$ cat config.mk
export PLATFORM = sky130hd
export DESIGN_NAME = presettable_counter
export DESIGN_NICKNAME = d
export VERILOG_FILES = /design/src/rtl/cnt_pkg.sv /design/src/rtl/cnt_next.sv /design/src/rtl/cnt_carry.sv /design/src/rtl/presettable_counter.sv
export SDC_FILE = /design/constraint.sdc
export NUM_CORES = 1
export LEC_CHECK = 0
export ABC_AREA = 1
export ABC_CLOCK_PERIOD_IN_PS = 3100
export BUFFER_PORTS_ARGS = -buffer_cell sky130_fd_sc_hd__buf_2
export CORE_AREA = 2 2 39 41
export DETAILED_ROUTE_END_ITERATION = 6
export DIE_AREA = 0 0 41 43
export GPL_ROUTABILITY_DRIVEN = 1
export GPL_TIMING_DRIVEN = 0
export SETUP_SLACK_MARGIN = 0.1
export SYNTH_ARGS = -nofsm -noshare
export SYNTH_HDL_FRONTEND = slang
export SYNTH_HIERARCHICAL = 1
export SYNTH_SLANG_ARGS = --single-unit
$ cat constraint.sdc
create_clock -name clk_i -period 3.1 [get_ports clk_i]
set_input_delay 0.465 -clock clk_i [delete_from_list [all_inputs] [get_ports clk_i]]
set_output_delay 0.465 -clock clk_i [all_outputs]
set_load 0.05 [all_outputs]
$ cat src/rtl/cnt_pkg.sv
package cnt_pkg;
  typedef enum logic [1:0] {
    OP_HOLD  = 2'd0,
    OP_COUNT = 2'd1,
    OP_LOAD  = 2'd2,
    OP_CLEAR = 2'd3
  } cnt_op_e;
endpackage

$ cat src/rtl/cnt_next.sv
module cnt_next
  import cnt_pkg::*;
#(
  parameter int WIDTH   = 4,
  parameter int MODULUS = 10
) (
  input  logic [WIDTH-1:0] cur_i,
  input  logic             clr_ni,
  input  logic             load_ni,
  input  logic [WIDTH-1:0] data_i,
  input  logic             en_p_i,
  input  logic             en_t_i,
  output logic [WIDTH-1:0] nxt_o
);
  localparam logic [WIDTH-1:0] LAST = WIDTH'(MODULUS - 1);

  cnt_op_e op;

  // priority: clear, load, count, hold
  always_comb begin
    if (!clr_ni)                op = OP_CLEAR;
    else if (!load_ni)          op = OP_LOAD;
    else if (en_p_i && en_t_i)  op = OP_COUNT;
    else                        op = OP_HOLD;
  end

  always_comb begin
    unique case (op)
      OP_CLEAR: nxt_o = '0;
      OP_LOAD:  nxt_o = data_i;
      // at or beyond the last value the count wraps, which also recovers illegal states
      OP_COUNT: nxt_o = (cur_i >= LAST) ? '0 : cur_i + 1'b1;
      default:  nxt_o = cur_i;
    endcase
  end
endmodule

$ cat src/rtl/cnt_carry.sv
module cnt_carry #(
  parameter int WIDTH   = 4,
  parameter int MODULUS = 10
) (
  input  logic [WIDTH-1:0] cur_i,
  input  logic             en_t_i,
  output logic             carry_o
);
  localparam logic [WIDTH-1:0] LAST = WIDTH'(MODULUS - 1);

  assign carry_o = en_t_i && (cur_i == LAST);
endmodule

$ cat src/rtl/presettable_counter.sv
module presettable_counter #(
  parameter int WIDTH     = 4,
  parameter int MODULUS   = 10,
  parameter bit ASYNC_CLR = 1'b0
) (
  input  logic             clk_i,
  input  logic             rst_ni,
  input  logic             clr_ni,
  input  logic             load_ni,
  input  logic [WIDTH-1:0] data_i,
  input  logic             en_p_i,
  input  logic             en_t_i,
  output logic [WIDTH-1:0] count_o,
  output logic             carry_o
);
  typedef logic [WIDTH-1:0] cnt_t;
  localparam cnt_t LAST = cnt_t'(MODULUS - 1);

  cnt_t cnt_q;
  cnt_t cnt_d;
  logic clr_sync_n;

  // an immediate clear is applied by the register, so the next-state path never sees it
  assign clr_sync_n = ASYNC_CLR ? 1'b1 : clr_ni;

  cnt_next #(.WIDTH(WIDTH), .MODULUS(MODULUS)) u_next (
    .cur_i   (cnt_q),
    .clr_ni  (clr_sync_n),
    .load_ni (load_ni),
    .data_i  (data_i),
    .en_p_i  (en_p_i),
    .en_t_i  (en_t_i),
    .nxt_o   (cnt_d)
  );

  cnt_carry #(.WIDTH(WIDTH), .MODULUS(MODULUS)) u_carry (
    .cur_i   (cnt_q),
    .en_t_i  (en_t_i),
    .carry_o (carry_o)
  );

  generate
    if (ASYNC_CLR) begin : g_async_clr
      always_ff @(posedge clk_i or negedge rst_ni or negedge clr_ni) begin
        if (!rst_ni)      cnt_q <= '0;
        else if (!clr_ni) cnt_q <= '0;
        else              cnt_q <= cnt_d;
      end
    end else begin : g_sync_clr
      always_ff @(posedge clk_i or negedge rst_ni) begin
        if (!rst_ni) cnt_q <= '0;
        else         cnt_q <= cnt_d;
      end
    end
  endgenerate

  assign count_o = cnt_q;

  a_r2_step: assert property (@(posedge clk_i) disable iff (!rst_ni)
    (clr_ni && load_ni && en_p_i && en_t_i && count_o < LAST)
      |=> (count_o == cnt_t'($past(count_o) + 1'b1)) || !clr_ni);

  a_r3_wrap: assert property (@(posedge clk_i) disable iff (!rst_ni)
    (clr_ni && load_ni && en_p_i && en_t_i && count_o >= LAST) |=> (count_o == '0));

  a_r4_load: assert property (@(posedge clk_i) disable iff (!rst_ni)
    (clr_ni && !load_ni) |=> (count_o == $past(data_i)) || !clr_ni);

  a_r5_clear: assert property (@(posedge clk_i) disable iff (!rst_ni)
    !clr_ni |=> (count_o == '0));

  a_r7_hold: assert property (@(posedge clk_i) disable iff (!rst_ni)
    (clr_ni && load_ni && !(en_p_i && en_t_i)) |=> $stable(count_o) || !clr_ni);

  a_r8_carry_gated: assert property (@(posedge clk_i) disable iff (!rst_ni)
    carry_o |-> en_t_i);

  a_r8_carry_at_last: assert property (@(posedge clk_i) disable iff (!rst_ni)
    carry_o |-> (count_o == LAST));
endmodule

==> results.sh <==
export IMPL_overflow=0
export IMPL_slew_viol_final=0
export IMPL_drt_iter0_markers=4
export IMPL_synthTopCellsByArea="dfrtp_1, nand3_1, ha_1"
export IMPL_p_leak_nw=0.234
export IMPL_cp_top_family="flip-flops"
export IMPL_fin_area_um2=447
export IMPL_synth_largest_area_cell="dfrtp_1"
export IMPL_numCtsBuffers=3
export IMPL_total_power_mw=0.170
export IMPL_postCtsSetupBuffers=0
export IMPL_antenna_found_initial=0
export IMPL_syn_instance_count=44
export IMPL_grt_pass1_wl_mm=1.17
export IMPL_design_die_area_um2=1760
export IMPL_grt_pass1_vias=304
export IMPL_area_growth_pct=33.7
export IMPL_critPathMaxStageDelay_ns=0.45
export IMPL_insertion_delay_ns=0.23
export IMPL_track_usage=0.0961
export IMPL_final_util=0.323
export IMPL_fin_setup_tns_ns=0
export IMPL_switching_share=0.330
export IMPL_power_switching_mw=0.0561
export IMPL_vias=331
export IMPL_portBuffers=14
export IMPL_synth_avg_cell_area_um2=7.59
export IMPL_arrival_ns=1.16
export IMPL_worstReg2RegEnd="count_o[3]"
export IMPL_core_area_um2=1380
export IMPL_p_comb_frac=0.264
export IMPL_rr_startpoint="count_o[0]"
export IMPL_clkPwrFrac=0.365
export IMPL_whs_ns=0.0317
export IMPL_fin_crit_sh=0.524
export IMPL_cts_buffer_depth=2
export IMPL_cts_resized=0
export IMPL_place_hpwl_um=551
export IMPL_rsz0062_at_grt="false"
export IMPL_ios=15
export IMPL_synth_most_common_cell="nand3_1"
export IMPL_post_route_min_period_ns=1.62
export IMPL_r2r_slack_ns=1.88
export IMPL_layout_nets=76
export IMPL_status="finished clean"
export IMPL_routed_wirelength_um=659
export IMPL_diodes=0
export IMPL_rows=14
export IMPL_start_util=0.241
export IMPL_reg2reg_depth=6
export IMPL_synth_flop_cell="dfrtp_1"
export IMPL_grt_max_degree=9
export IMPL_crit_path_max_fanout=7
export IMPL_yosysWarnings=6
export IMPL_largest_reg_flops=4
export IMPL_dr_pass1_iters=2
export IMPL_cts_tree="built"
export IMPL_max_slew_margin=0.832
export IMPL_ir_worst_vdd_uv=207
export IMPL_synth_nets=57
export IMPL_finalWeightedCongestion=0.731
export IMPL_seqPwrFrac=0.370
export IMPL_htree_levels=1
export IMPL_synth_area_um2=334
export IMPL_async_reset_ff_frac=1.00
export IMPL_max_cap_violations=0
export IMPL_cp_required_ns=2.63
export IMPL_critical_path_buf_inv_count=2
export IMPL_setup_viol=0
export IMPL_root_buffer="clkbuf_4"
export IMPL_endpoint_kind="output port"
export IMPL_holdBufCountCts=0
export IMPL_worstMarginPinSlew_ns=0.252
export IMPL_clock_skew_ns=0.00225
export IMPL_die_x_um=41
export IMPL_place_area_um2=424
export IMPL_wl_per_cell_um=8.56
export IMPL_drive_above_1_share=0.377
export IMPL_power_density_nw_per_um2=380
export IMPL_ant_nets=0
export IMPL_hold_violations=0
export IMPL_slowest_stage="dfrtp_1"
export IMPL_path_clk_slew_ns=0.04
export IMPL_cts_sinks=4
export IMPL_fmax_mhz=616
export IMPL_drc=0
export IMPL_startpoint_type="flip-flop"
export IMPL_ys_ff_latch=4
export IMPL_path_cells="inv_1 -> nand3_2 -> nor2_2 -> buf_2"
export IMPL_synth_top_area_share=0.300
export IMPL_die_h_um=43
export IMPL_synth_edf_count=0
export IMPL_ys_top_cells_by_count="nand3_1, nand2_1, inv_1"
export IMPL_ys_types=13
export IMPL_viasPerCell=4.30
export IMPL_ys_seq_area_frac=0.300
export IMPL_hold_path_class="in -> async"
export IMPL_path_class="reg -> out"
export IMPL_internal_power_mw=0.114
==> layer usage <==
layer / global-route usage / vias to the layer above / part of all wire
li1: - / 178 / -
met1: 0.125 / 149 / 0.45
met2: 0.141 / 4 / 0.53
met3: 0.0314 / 0 / 0.020
met4: 0.0400 / 0 / 0
met5: 0 / - / 0
==> layout by cell type, fill, tap and decap left out <==
master	n
buf_2	14
nand3_1	13
nand2_1	9
inv_1	6
dfrtp_1	4
clkbuf_4	3
ha_1	3
nand2_2	2
nand3_2	1
nor2_2	1
nand4_1	1
nor2_4	1
nor2_1	1
a21oi_4	1
xor2_1	1
==> logic make-up (layout without fill, tap and decap cells) <==
group                    after synthesis  in the layout  synth area share
flip-flops                             4              4             0.300
adder cells (fa/ha/maj)                3              3             0.112
buffers and inverters                  6             23            0.0674
XOR/XNOR                               1              1            0.0262
AND/OR/NAND/NOR                       29             29             0.446
AO/OA/AOI/OAI                          1              1            0.0487
==> worst reg2reg max path, stage by stage (launching register included) <==
cell and delay (ns):
dfrtp_1 0.47, inv_1 0.10, ha_1 0.20, nand2_1 0.07, nand2_2 0.07, nand3_1 0.10, nand3_1 0.08
==> area by class of cell <==
type	count	area, µm²
Timing Repair Buffer	14	70.1
Multi-Input combinational cell	34	211
Inverter	6	22.5
Tap cell	16	20.0
Sequential cell	4	100
Clock buffer	3	22.5
Fill cell	157	937
==> power groups by stage <==
stage	clock network [mW]	registers, mW	logic, mW
global placement	0	0.0638	0.0447
finish	0.0621	0.0629	0.0449
detailed placement	0	0.0636	0.0456
floorplan	0	0.0747	0.0180
CTS	0.0653	0.0630	0.0457
global route	0.0697	0.0640	0.0498
==> worst max-delay path by stage <==
stage | from | to | slack, ns | cells past startpoint
finish | count_o[2] | carry_o | 1.48 | 4
global route | count_o[2] | carry_o | 1.38 | 4
CTS | count_o[2] | carry_o | 1.46 | 4
detailed placement | en_t_i | carry_o | 1.63 | 4
global placement | en_t_i | carry_o | 1.64 | 4
floorplan | count_o[0] | carry_o | 1.34 | 2
==> metrics by stage <==
| step | setup WS (ns) | instances |
|---|---|---|
| floorplan | 1.34 | 44 |
| global route | 1.38 | 77 |
| finish | 1.48 | 77 |
| global placement | 1.64 | 74 |
| CTS | 1.46 | 77 |
| detailed placement | 1.63 | 74 |
Power figures use the tool's default switching activity.
